`src/rtl/vsq_pkg.sv`:
```
package vsq_pkg;

   typedef enum logic [1:0] {
      SZ_D08 = 2'd0,
      SZ_D16 = 2'd1,
      SZ_D32 = 2'd2,
      SZ_UAT = 2'd3
   } vsq_size_e;

   // decoded properties of one address modifier, one-hot inside each field
   typedef struct packed {
      logic       known;
      logic [2:0] kind;   // [0] data, [1] program, [2] block
      logic [2:0] space;  // [0] short, [1] standard, [2] extended
      logic [1:0] priv;   // [0] user, [1] supervisor
   } vsq_am_class_t;

   localparam int CTL_EN     = 0;
   localparam int CTL_NARROW = 1;
   localparam int CTL_POST   = 2;
   localparam int CTL_W      = 3;

   localparam int AMEN_W     = 8;

endpackage

```
`src/rtl/vsq_am_decode.sv`:
```
module vsq_am_decode
   import vsq_pkg::*;
#(
   parameter int AMW = 6
) (
   input  logic [AMW-1:0] am,
   output vsq_am_class_t  cls
);

   if (AMW != 6) begin : g_bad_amw
      $error("vsq_am_decode: AMW must be 6");
   end

   logic [2:0] kind_raw;
   logic [2:0] space_raw;
   logic       short_ok;

   always_comb begin
      unique case (am[1:0])
         2'b01:   kind_raw = 3'b001;
         2'b10:   kind_raw = 3'b010;
         2'b11:   kind_raw = 3'b100;
         default: kind_raw = 3'b000;
      endcase
   end

   always_comb begin
      unique case (am[5:3])
         3'b101:  space_raw = 3'b001;
         3'b111:  space_raw = 3'b010;
         3'b001:  space_raw = 3'b100;
         default: space_raw = 3'b000;
      endcase
   end

   // short space only knows the plain data access code
   assign short_ok = !space_raw[0] || (am[1:0] == 2'b01);

   always_comb begin
      cls = '0;
      if ((kind_raw != 3'b000) && (space_raw != 3'b000) && short_ok) begin
         cls.known = 1'b1;
         cls.kind  = kind_raw;
         cls.space = space_raw;
         cls.priv  = am[2] ? 2'b10 : 2'b01;
      end
   end

endmodule

```
`src/rtl/vsq_am_match.sv`:
```
module vsq_am_match
   import vsq_pkg::*;
(
   input  vsq_am_class_t     cls,
   input  logic [AMEN_W-1:0] am_en,
   output logic              hit
);

   logic kind_hit;
   logic space_hit;
   logic priv_hit;

   assign kind_hit  = |(am_en[2:0] & cls.kind);
   assign space_hit = |(am_en[5:3] & cls.space);
   assign priv_hit  = |(am_en[7:6] & cls.priv);

   assign hit = cls.known && kind_hit && space_hit && priv_hit;

endmodule

```
`src/rtl/vsq_post_buf.sv`:
```
module vsq_post_buf #(
   parameter int AW = 24,
   parameter int DW = 32
) (
   input  logic          clk,
   input  logic          rst_n,
   input  logic          load,
   input  logic [AW-1:0] in_addr,
   input  logic [DW-1:0] in_data,
   input  logic [1:0]    in_size,
   input  logic          drain,
   output logic          pend,
   output logic [AW-1:0] b_addr,
   output logic [DW-1:0] b_data,
   output logic [1:0]    b_size
);

   always_ff @(posedge clk) begin
      if (!rst_n) begin
         pend   <= 1'b0;
         b_addr <= '0;
         b_data <= '0;
         b_size <= '0;
      end else if (load) begin
         pend   <= 1'b1;
         b_addr <= in_addr;
         b_data <= in_data;
         b_size <= in_size;
      end else if (drain) begin
         pend   <= 1'b0;
      end
   end

endmodule

```
`src/rtl/vme_slave_qual.sv`:
```
module vme_slave_qual
   import vsq_pkg::*;
#(
   parameter int AW        = 24,
   parameter int DW        = 32,
   parameter int AMW       = 6,
   parameter bit POST_IMPL = 1'b1
) (
   input  logic          clk,
   input  logic          rst_n,
   input  logic          cfg_we,
   input  logic          cfg_sel,
   input  logic [7:0]    cfg_wdata,
   input  logic          cyc_valid,
   input  logic [AMW-1:0] cyc_am,
   input  logic [AW-1:0] cyc_addr,
   input  logic [1:0]    cyc_size,
   input  logic          cyc_write,
   input  logic [DW-1:0] cyc_wdata,
   output logic          cyc_ack,
   output logic [DW-1:0] cyc_rdata,
   output logic          mem_req,
   output logic          mem_we,
   output logic [AW-1:0] mem_addr,
   output logic [DW-1:0] mem_wdata,
   output logic [1:0]    mem_size,
   input  logic          mem_ready,
   input  logic [DW-1:0] mem_rdata
);

   if (DW < 32) begin : g_bad_dw
      $error("vme_slave_qual: DW must be at least 32 for D32 transfers");
   end
   if (AW < 8) begin : g_bad_aw
      $error("vme_slave_qual: AW must be at least 8");
   end

   typedef enum logic [1:0] {
      ST_IDLE    = 2'd0,
      ST_DIRECT  = 2'd1,
      ST_RELEASE = 2'd2
   } vsq_state_e;

   // configuration
   logic [CTL_W-1:0]  ctrl_q;
   logic [AMEN_W-1:0] amen_q;
   logic              slave_en;
   logic              narrow_only;
   logic              post_on;

   always_ff @(posedge clk) begin
      if (!rst_n) begin
         ctrl_q <= '0;
         amen_q <= '0;
      end else if (cfg_we) begin
         if (cfg_sel) amen_q <= cfg_wdata[AMEN_W-1:0];
         else         ctrl_q <= cfg_wdata[CTL_W-1:0];
      end
   end

   assign slave_en    = ctrl_q[CTL_EN];
   assign narrow_only = ctrl_q[CTL_NARROW];
   assign post_on     = ctrl_q[CTL_POST] && POST_IMPL;

   // qualification
   vsq_am_class_t am_cls;
   logic          am_hit;
   logic          size_ok;
   logic          pend;
   logic          accept;
   logic          post_now;
   vsq_state_e    st_q;

   vsq_am_decode #(.AMW(AMW)) u_dec (
      .am  (cyc_am),
      .cls (am_cls)
   );

   vsq_am_match u_match (
      .cls   (am_cls),
      .am_en (amen_q),
      .hit   (am_hit)
   );

   assign size_ok  = !narrow_only ||
                     (cyc_size == SZ_D08) || (cyc_size == SZ_D16);
   assign accept   = (st_q == ST_IDLE) && cyc_valid && !pend &&
                     slave_en && am_hit && size_ok;
   assign post_now = accept && cyc_write && post_on;

   // posted write buffer
   logic [AW-1:0] b_addr;
   logic [DW-1:0] b_data;
   logic [1:0]    b_size;

   if (POST_IMPL) begin : g_post
      vsq_post_buf #(.AW(AW), .DW(DW)) u_buf (
         .clk     (clk),
         .rst_n   (rst_n),
         .load    (post_now),
         .in_addr (cyc_addr),
         .in_data (cyc_wdata),
         .in_size (cyc_size),
         .drain   (mem_ready),
         .pend    (pend),
         .b_addr  (b_addr),
         .b_data  (b_data),
         .b_size  (b_size)
      );
   end else begin : g_nopost
      assign pend   = 1'b0;
      assign b_addr = '0;
      assign b_data = '0;
      assign b_size = '0;
   end

   // cycle sequencing
   logic          ack_q;
   logic [DW-1:0] rdata_q;

   always_ff @(posedge clk) begin
      if (!rst_n) begin
         st_q    <= ST_IDLE;
         ack_q   <= 1'b0;
         rdata_q <= '0;
      end else begin
         ack_q <= 1'b0;
         unique case (st_q)
            ST_IDLE: begin
               if (post_now) begin
                  ack_q <= 1'b1;
                  st_q  <= ST_RELEASE;
               end else if (accept) begin
                  st_q  <= ST_DIRECT;
               end
            end
            ST_DIRECT: begin
               if (mem_ready) begin
                  ack_q <= 1'b1;
                  if (!cyc_write) rdata_q <= mem_rdata;
                  st_q  <= ST_RELEASE;
               end
            end
            ST_RELEASE: begin
               if (!cyc_valid) st_q <= ST_IDLE;
            end
            default: st_q <= ST_IDLE;
         endcase
      end
   end

   assign cyc_ack   = ack_q;
   assign cyc_rdata = rdata_q;

   assign mem_req   = pend || (st_q == ST_DIRECT);
   assign mem_we    = pend ? 1'b1   : cyc_write;
   assign mem_addr  = pend ? b_addr : cyc_addr;
   assign mem_wdata = pend ? b_data : cyc_wdata;
   assign mem_size  = pend ? b_size : cyc_size;

endmodule


```
`config.mk`:
```
export PLATFORM = sky130hd
export DESIGN_NAME = vme_slave_qual
export DESIGN_NICKNAME = d
export VERILOG_FILES = /design/src/rtl/vsq_pkg.sv /design/src/rtl/vsq_am_decode.sv /design/src/rtl/vsq_am_match.sv /design/src/rtl/vsq_post_buf.sv /design/src/rtl/vme_slave_qual.sv
export SDC_FILE = /design/constraint.sdc
export NUM_CORES = 1
export LEC_CHECK = 0
export BUFFER_PORTS_ARGS = -buffer_cell sky130_fd_sc_hd__buf_4
export CORE_MARGIN = 5
export CORE_UTILIZATION = 49
export CTS_CLUSTER_DIAMETER = 40
export DETAILED_ROUTE_END_ITERATION = 16
export GPL_ROUTABILITY_DRIVEN = 0
export PLACE_DENSITY = 0.93
export SKIP_LAST_GASP = 1
export SLEW_MARGIN = 15
export SYNTH_ARGS = -nofsm -noshare
export SYNTH_HDL_FRONTEND = slang
export SYNTH_SLANG_ARGS = --single-unit
```
`constraint.sdc`:
```
create_clock -name clk -period 3.03 [get_ports clk]
set_input_delay 0.1515 -clock clk [delete_from_list [all_inputs] [get_ports clk]]
set_output_delay 0.1515 -clock clk [all_outputs]
set_load 0.03 [all_outputs]
```
==> metrics, run 1 <==
status=complete, no violations; FF-to-FF Start=st_q[0]; final setup skew=0.0116 ns; Setup Viol. Count Final=0; share of layout cells above drive strength 1=0.396; Logic pwr share=0.146; vias in the first global route=4302; CTS tree=done; Max Transition Viols Final=0; syn avg cell area=8.75 um2; Syn-to-layout area delta=35.4%; crit-path max cell delay=1.11 ns; post-synthesis cell area=4840 um2; relative slew slack=0.266; Synth Register Bits=105; HP Start=cyc_addr[0]; core area=9680 um2; Netlist cell types=38; Starting Density=0.499; drt pass-1 iters=5; Slew @ Worst Pin=1.10 ns; vias per inst=5.14; Syn Inst Count=553; minimum clock period=2.45 ns; die area=12000 um2; largest area contributor in the netlist=dfxtp_1; # resized after CTS=0; routed wire length=12900 um; Switching Share=0.246; worst path required time=3.26 ns; Ports=204; gr usage total=0.207; Slowest-stage cell, CP=or4_2; max-cap violations=0; clk_lat worst skew=0.35 ns; startpoint types=register; I/O Buffers=203; Post-CTS Hold Buffers=0; fill count=732; Congestion Overflow GR=0; global-route wire length before repair=19800 um; Die X=109 um; Clock Power Share=0.327; worst path cell trace=and4bb_1 > nand4_2 > or4_2 > nand2_1 > a21boi_1; Worst Path Class, Setup=register to register; CTS Sinks=105; top cells by area, synth=dfxtp_1 43%, nand2_1 15%, mux2_2 14%; fin nets=841; Hold Path Class=primary input to register; drt wl/cell=14.9 um; Syn Nets=664; via count=4460; pin count of the biggest net entering global routing=106; die height=109 um; unrepaired setup endpoints after global routing=false; post-CTS setup buffers=0; PD cells=402 nW/um2; antenna violations before repair=0; worst path bufs/invs=0; top cell type's share of synthesized area=0.435; Pleak=2.62 nW; top achievable clock speed=409 MHz; DP Cell Count=852; cell-internal power=1.99 mW; post-route insts no fill=867; CTS H-tree depth=3; final hold vios=0; sum of negative setup slack=0 ns; Post-DRT Antenna Nets=0; crit end category=register; Reg power frac=0.527; worst-case vdd ir drop=221 uV; Ys Warns=0; clk slew on worst S/H paths=0.10 ns; DRC=0; Setup crit start=st_q[0]; critical path's top delay family=simple AND/OR/NAND/NOR gates; initial drt markers=195; DPL Wire Length=9500 um; maximum root-to-sink buffer count=2; Final period util=0.807; CTS buffer count=9; Sw Pwr=0.647 mW; post-synthesis sequential area ratio=0.435; Critical Path Fanout Max=60; critical path data arrival time=2.68 ns; Ant. Diodes=0; root buffer cell=clkbuf_8; FP Rows=36
cell type report:
| class | instances | area (um2) | area share |
|---|---|---|---|
| tap | 133 | 166 | 0.0254 |
| timing repair buffer | 207 | 1550 | 0.237 |
| sequential | 105 | 2100 | 0.321 |
| clock inverter | 4 | 53.8 | 0.00822 |
| inverter | 2 | 7.51 | 0.00115 |
| clock buffer | 11 | 141 | 0.0216 |
| multi-input combinational | 405 | 2520 | 0.385 |
state kept, by name, indices dropped and copies added (netlist names):
register and count:
cyc_rdata 32, g_post.u_buf.b_addr 24, st_q 2, g_post.u_buf.b_size 2, amen_q 8, g_post.u_buf.pend 1
cyc_ack 1, ctrl_q 3, g_post.u_buf.b_data 32
placed cells by master, fill, tap and decap left out, types with 2 or more instances in the layout:
master / n
nand2b_1: 2
a21boi_0: 40
clkbuf_8: 10
clkinvlp_4: 2
nand2_1: 195
nand3_1: 10
mux2i_1: 3
nor2_1: 5
buf_4: 207
a21boi_1: 58
dfxtp_1: 104
a21boi_2: 2
a31oi_1: 2
inv_1: 2
nor2b_1: 4
a21oi_1: 3
mux2_2: 60
metal layers:
layer | wire, um | track usage | share of wire | vias to the layer above
met2 | 6270 | 0.361 | 0.49 | 177
met5 | 0 | 0 | 0 | -
met3 | 1470 | 0.0887 | 0.11 | 14
met1 | 5030 | 0.230 | 0.39 | 2065
met4 | 153 | 0.0561 | 0.012 | 0
li1 | - | - | - | 2204
path summary, 6_finish.rpt:
| kind | end | slack (ns) | cells past startpoint |
|---|---|---|---|
| worst max register to register | g_post.u_buf.b_data[23] | 0.58 | 5 |
| worst max-delay path | g_post.u_buf.b_data[23] | 0.58 | 5 |
| worst min register to register | g_post.u_buf.b_addr[5] | 0.45 | 2 |
| worst min-delay path | g_post.u_buf.b_addr[0] | 0.04 | 3 |
metrics by stage:
| step | power (mW) | setup WS (ns) | hold slack (ns) | utilization | cell area [um2] |
|---|---|---|---|---|---|
| 2_1_floorplan | 1.60 | 1.26 | 0.291 | - | 4840 |
| 3_3_place_gp | 1.80 | 0.714 | 0.414 | 0.656 | 6350 |
| 3_5_place_dp | 1.81 | 0.610 | 0.418 | 0.656 | 6350 |
| 4_1_cts | 2.67 | 0.593 | 0.0201 | 0.676 | 6550 |
| 5_1_grt | 2.76 | 0.461 | 0.0128 | 0.676 | 6550 |
| 6_report | 2.63 | 0.584 | 0.0412 | 0.676 | 6550 |
synth_stat cells (all sizes together):
| cell | number |
|---|---|
| or3 | 1 |
| a31oi | 3 |
| a21boi | 100 |
| dfxtp | 105 |
| nor2b | 4 |
| and4bb | 1 |
| a21oi | 4 |
| o221ai | 1 |
| mux2 | 61 |
| nand3b | 1 |
| nand2 | 195 |
| nor4 | 1 |
| or4 | 1 |
| buf | 12 |
| a21o | 1 |
| o21bai | 1 |
| nor3 | 2 |
| nand3 | 10 |
| nand2b | 2 |
| and3b | 1 |
| o41ai | 1 |
| o211ai | 1 |
| or2 | 1 |
| inv | 2 |
| o21ai | 1 |
| a311o | 1 |
| mux2i | 3 |
| and3 | 1 |
| nor2 | 5 |
| nand4 | 1 |
| clkbuf | 29 |
worst register-to-register path, delay by kind of cell, from the launching register on:
kind,cells,cell delay (ns)
simple gates,4,1.86
flops,1,0.40
compound gates,1,0.09
power by group through the flow:
stage,Sequential (mW),Combinational (mW),Clock [mW]
after floorplan,1.42,0.183,0
after global placement,1.42,0.380,0
after detailed placement,1.42,0.386,0
after CTS,1.39,0.387,0.889
after global routing,1.39,0.409,0.957
final,1.39,0.386,0.860
kinds of logic (layout without fill, tap and decap cells):
logic type             after synthesis  count (layout)  share of synthesized area
AOI/OAI and AO/OA                  114             114                      0.178
buffers and inverters               43             224                     0.0453
DFF                                105             105                      0.435
muxes                               64              64                      0.148
and+or+nand+nor                    227             227                      0.194
Power figures use the tool's default switching activity.
==> run 2: changes to the inputs <==
--- a/config.mk
+++ b/config.mk
@@ -5,13 +5,14 @@
 export SDC_FILE = /design/constraint.sdc
 export NUM_CORES = 1
 export LEC_CHECK = 0
+export ABC_AREA = 1
 export BUFFER_PORTS_ARGS = -buffer_cell sky130_fd_sc_hd__buf_4
 export CORE_MARGIN = 5
-export CORE_UTILIZATION = 49
+export CORE_UTILIZATION = 42
 export CTS_CLUSTER_DIAMETER = 40
 export DETAILED_ROUTE_END_ITERATION = 16
 export GPL_ROUTABILITY_DRIVEN = 0
-export PLACE_DENSITY = 0.93
+export PLACE_DENSITY = 0.87
 export SKIP_LAST_GASP = 1
 export SLEW_MARGIN = 15
 export SYNTH_ARGS = -nofsm -noshare
==> constraint.sdc (replaced) <==
create_clock -name clk -period 2.1 [get_ports clk]
set_input_delay 0.105 -clock clk [delete_from_list [all_inputs] [get_ports clk]]
set_output_delay 0.105 -clock clk [all_outputs]
set_load 0.03 [all_outputs]
==> run 2 against run 1 <==
Clock-buffer cell count decreased by 2; non-clock buffer count grew 102; via count is 18% higher; critical path depth shrank 1; synthesized cell count increased by 24%; global-route usage increased by 2.6 points; clock skew up 0.0039 ns.
==> metrics, run 2 <==
Ys Warns=0 (unchanged); Netlist cell types=19 (-50%); Final period util=0.882; most frequent cells in the layout=212 x buf_4, 202 x nor2_1, 197 x nand2_1; max-cap violations=0 (unchanged); drt wl/cell=13.9 um (-7.1%); Critical Path Fanout Max=55 (-8.3%); antenna violations before repair=0 (unchanged); top cells by area, synth=dfxtp_1 47%, nor2_1 17%, nand2_1 16%; vias in the first global route=5228 (+22%); Reg power frac=0.519 (-0.008); CTS buffer count=9 (unchanged); Ports=204 (unchanged); DPL Wire Length=9410 um (-0.95%); top achievable clock speed=540 MHz; clk slew on worst S/H paths=0.11 ns (about the same); Syn Inst Count=688 (+24%); critical path data arrival time=1.75 ns (-0.93 ns); DRC=0 (unchanged); Congestion Overflow GR=0 (unchanged); worst-case vdd ir drop=311 uV (+41%); maximum root-to-sink buffer count=2 (unchanged); Starting Density=0.432 (-0.0671); CTS Sinks=105 (unchanged); die height=114 um (+3.8%); worst path cell trace=buf_4 > nand2_1 > nand2_1 > buf_4; via count=5273 (+18%); syn avg cell area=6.55 um2 (-25%); Max Transition Viols Final=0 (unchanged); unrepaired setup endpoints after global routing=false; crit-path max cell delay=0.51 ns (-0.60 ns); minimum clock period=1.85 ns; sum of negative setup slack=0 ns (unchanged); I/O Buffers=203 (unchanged); compound-cell area share of the yosys netlist=0.124 (-0.0541); Post-DRT Antenna Nets=0 (unchanged); placed cell areas=6100 um2 (-3.9%); Hold Path Class=primary input to register; Slowest-stage cell, CP=buf_4; most common cell after layout, fill and taps aside=buf_4; Clock Power Share=0.303 (-0.024); mux share of post-synthesis cell area=0 (-0.148); FP Rows=37 (+2.8%); Syn-to-layout area delta=60.6%; Post-synth top flop=dfxtp_1; Reg2Reg Setup Slack=0.47 ns (-0.11 ns); Worst Path Class, Setup=register to output port; Sw Pwr=1.06 mW (+64%); simple-gate share of the synthesized area=0.347 (+0.153); Post-synth EDFFs=0 (unchanged); fin nets=1076 (+28%); largest family of logic cells by synthesized area=simple AND/OR/NAND/NOR gates; pre-CTS WS=0.466 ns (-0.143 ns); global-route wire length before repair=24800 um (+25%); Slew @ Worst Pin=0.570 ns (-0.530 ns); Ant. Diodes=0 (unchanged); crit end category=output port; Tot Pwr=3.87 mW (+47%); final setup skew=0.0156 ns (+0.00394 ns); CTS H-tree depth=3 (unchanged); post-synthesis sequential area ratio=0.467 (+0.0321); vias per inst=4.77 (-7.3%); cell-internal power=2.81 mW (+41%); XOR/XNOR Fraction of Synth Area=0 (unchanged); CTS tree=done; Setup Viol. Count Final=0 (unchanged); Syn Nets=799 (+20%); Logic pwr share=0.177 (+0.031); share of layout cells above drive strength 1=0.247 (-0.149); Switching Share=0.274 (+0.0279); asr flop ratio synth=0 (unchanged); die area=12900 um2 (+7.8%); PD cells=535 nW/um2 (+33%); # resized after CTS=0 (unchanged); root buffer cell=clkbuf_8; Hold Slack=0.0134 ns (-0.0278 ns); worst path required time=2.00 ns (-1.26 ns); startpoint types=register; initial drt markers=512 (+160%); top cell type's share of synthesized area=0.467 (+0.0321); final design instance area without fill=7230 um2 (+10%); relative slew slack=0.620 (+0.353); most common library cells after synthesis=202 x nor2_1, 197 x nand2_1, 105 x dfxtp_1, 83 x o21ai_0, 26 x clkbuf_1; status=complete, no violations; final hold vios=0 (unchanged); post-CTS setup buffers=0 (unchanged); Post-CTS Hold Buffers=94 (+94); pin count of the biggest net entering global routing=58 (-45%); gr usage total=0.232 (+0.0256); routed wire length=15300 um (+19%); core area=10400 um2 (+7.6%); Die X=114 um (+3.8%); Adder-Cell Fraction of Synth Area=0 (unchanged); post-synthesis cell area=4500 um2 (-6.9%); Pleak=3.70 nW (+41%); Synth Register Bits=105 (unchanged); final worst slack=0.248 ns (-0.337 ns); largest area contributor in the netlist=dfxtp_1; drt pass-1 iters=5 (unchanged); clk_lat worst skew=0.36 ns (about the same); most frequent cell after synthesis=nor2_1
[run 2: cell types whose count changed after synthesis, sizes merged, moves of 3 or more]
cell	previous run	this run
a31oi	3	0
a21oi	4	8
mux2	61	0
nor2b	4	0
nor2	5	204
clkbuf	29	26
a21boi	100	0
inv	2	20
o21ai	1	103
buf	12	17
nand3	10	5
mux2i	3	0
[run 2: per-stage QoR]
| step | cells | util |
|---|---|---|
| 5_1_grt | 1106 | 0.694 |
| 2_1_floorplan | 688 | - |
| 4_1_cts | 1105 | 0.693 |
| 3_3_place_gp | 995 | 0.586 |
| 6_report | 1106 | 0.694 |
| 3_5_place_dp | 995 | 0.586 |
[run 2: metal layers]
metal  GRT usage  part of all wire  vias up
li1            -                 -     2687
met1       0.280              0.41     2318
met2       0.382              0.47      238
met3      0.0812             0.096       30
met4      0.0849             0.025        0
met5           0                 0        -
[run 2: power by group through the flow]
stage                     combinational, mW  clock, mW  sequential, mW
after floorplan                       0.232          0            2.05
after global placement                0.525          0            2.06
after detailed placement              0.528          0            2.06
after CTS                             0.671       1.21            2.01
after global routing                  0.735       1.29            2.01
final                                 0.686       1.17            2.01
[run 2: critical path, delay by kind of cell (launching register included)]
kind / cells / cell delay (ns)
buffers and inverters: 2 / 0.68
flip-flops: 1 / 0.44
AND/OR/NAND/NOR: 2 / 0.24
[run 2: final cells by class]
cell class / count / area [um2]
clock buffers: 9 / 124
repair buffers: 309 / 2580
well taps: 136 / 170
inverters: 20 / 75.1
fillers: 761 / 3180
clock inverters: 7 / 55.1
multi-input cells: 520 / 2120
flip-flops and latches: 105 / 2100
[run 2: logic make-up (layout without fill, tap and decap cells)]
group,after synthesis,after routing
buffers and inverters,63,345
and+or+nand+nor,409,409
AOI/OAI and AO/OA,111,111
DFF,105,105
[run 2: final timing paths]
kind,start,to,depth (start not counted)
setup / recovery,g_post.u_buf.pend,mem_wdata[31],4
hold reg to reg,amen_q[1],amen_q[1],2
setup reg to reg,st_q[1],st_q[1],12
hold / removal,cfg_wdata[6],amen_q[6],3
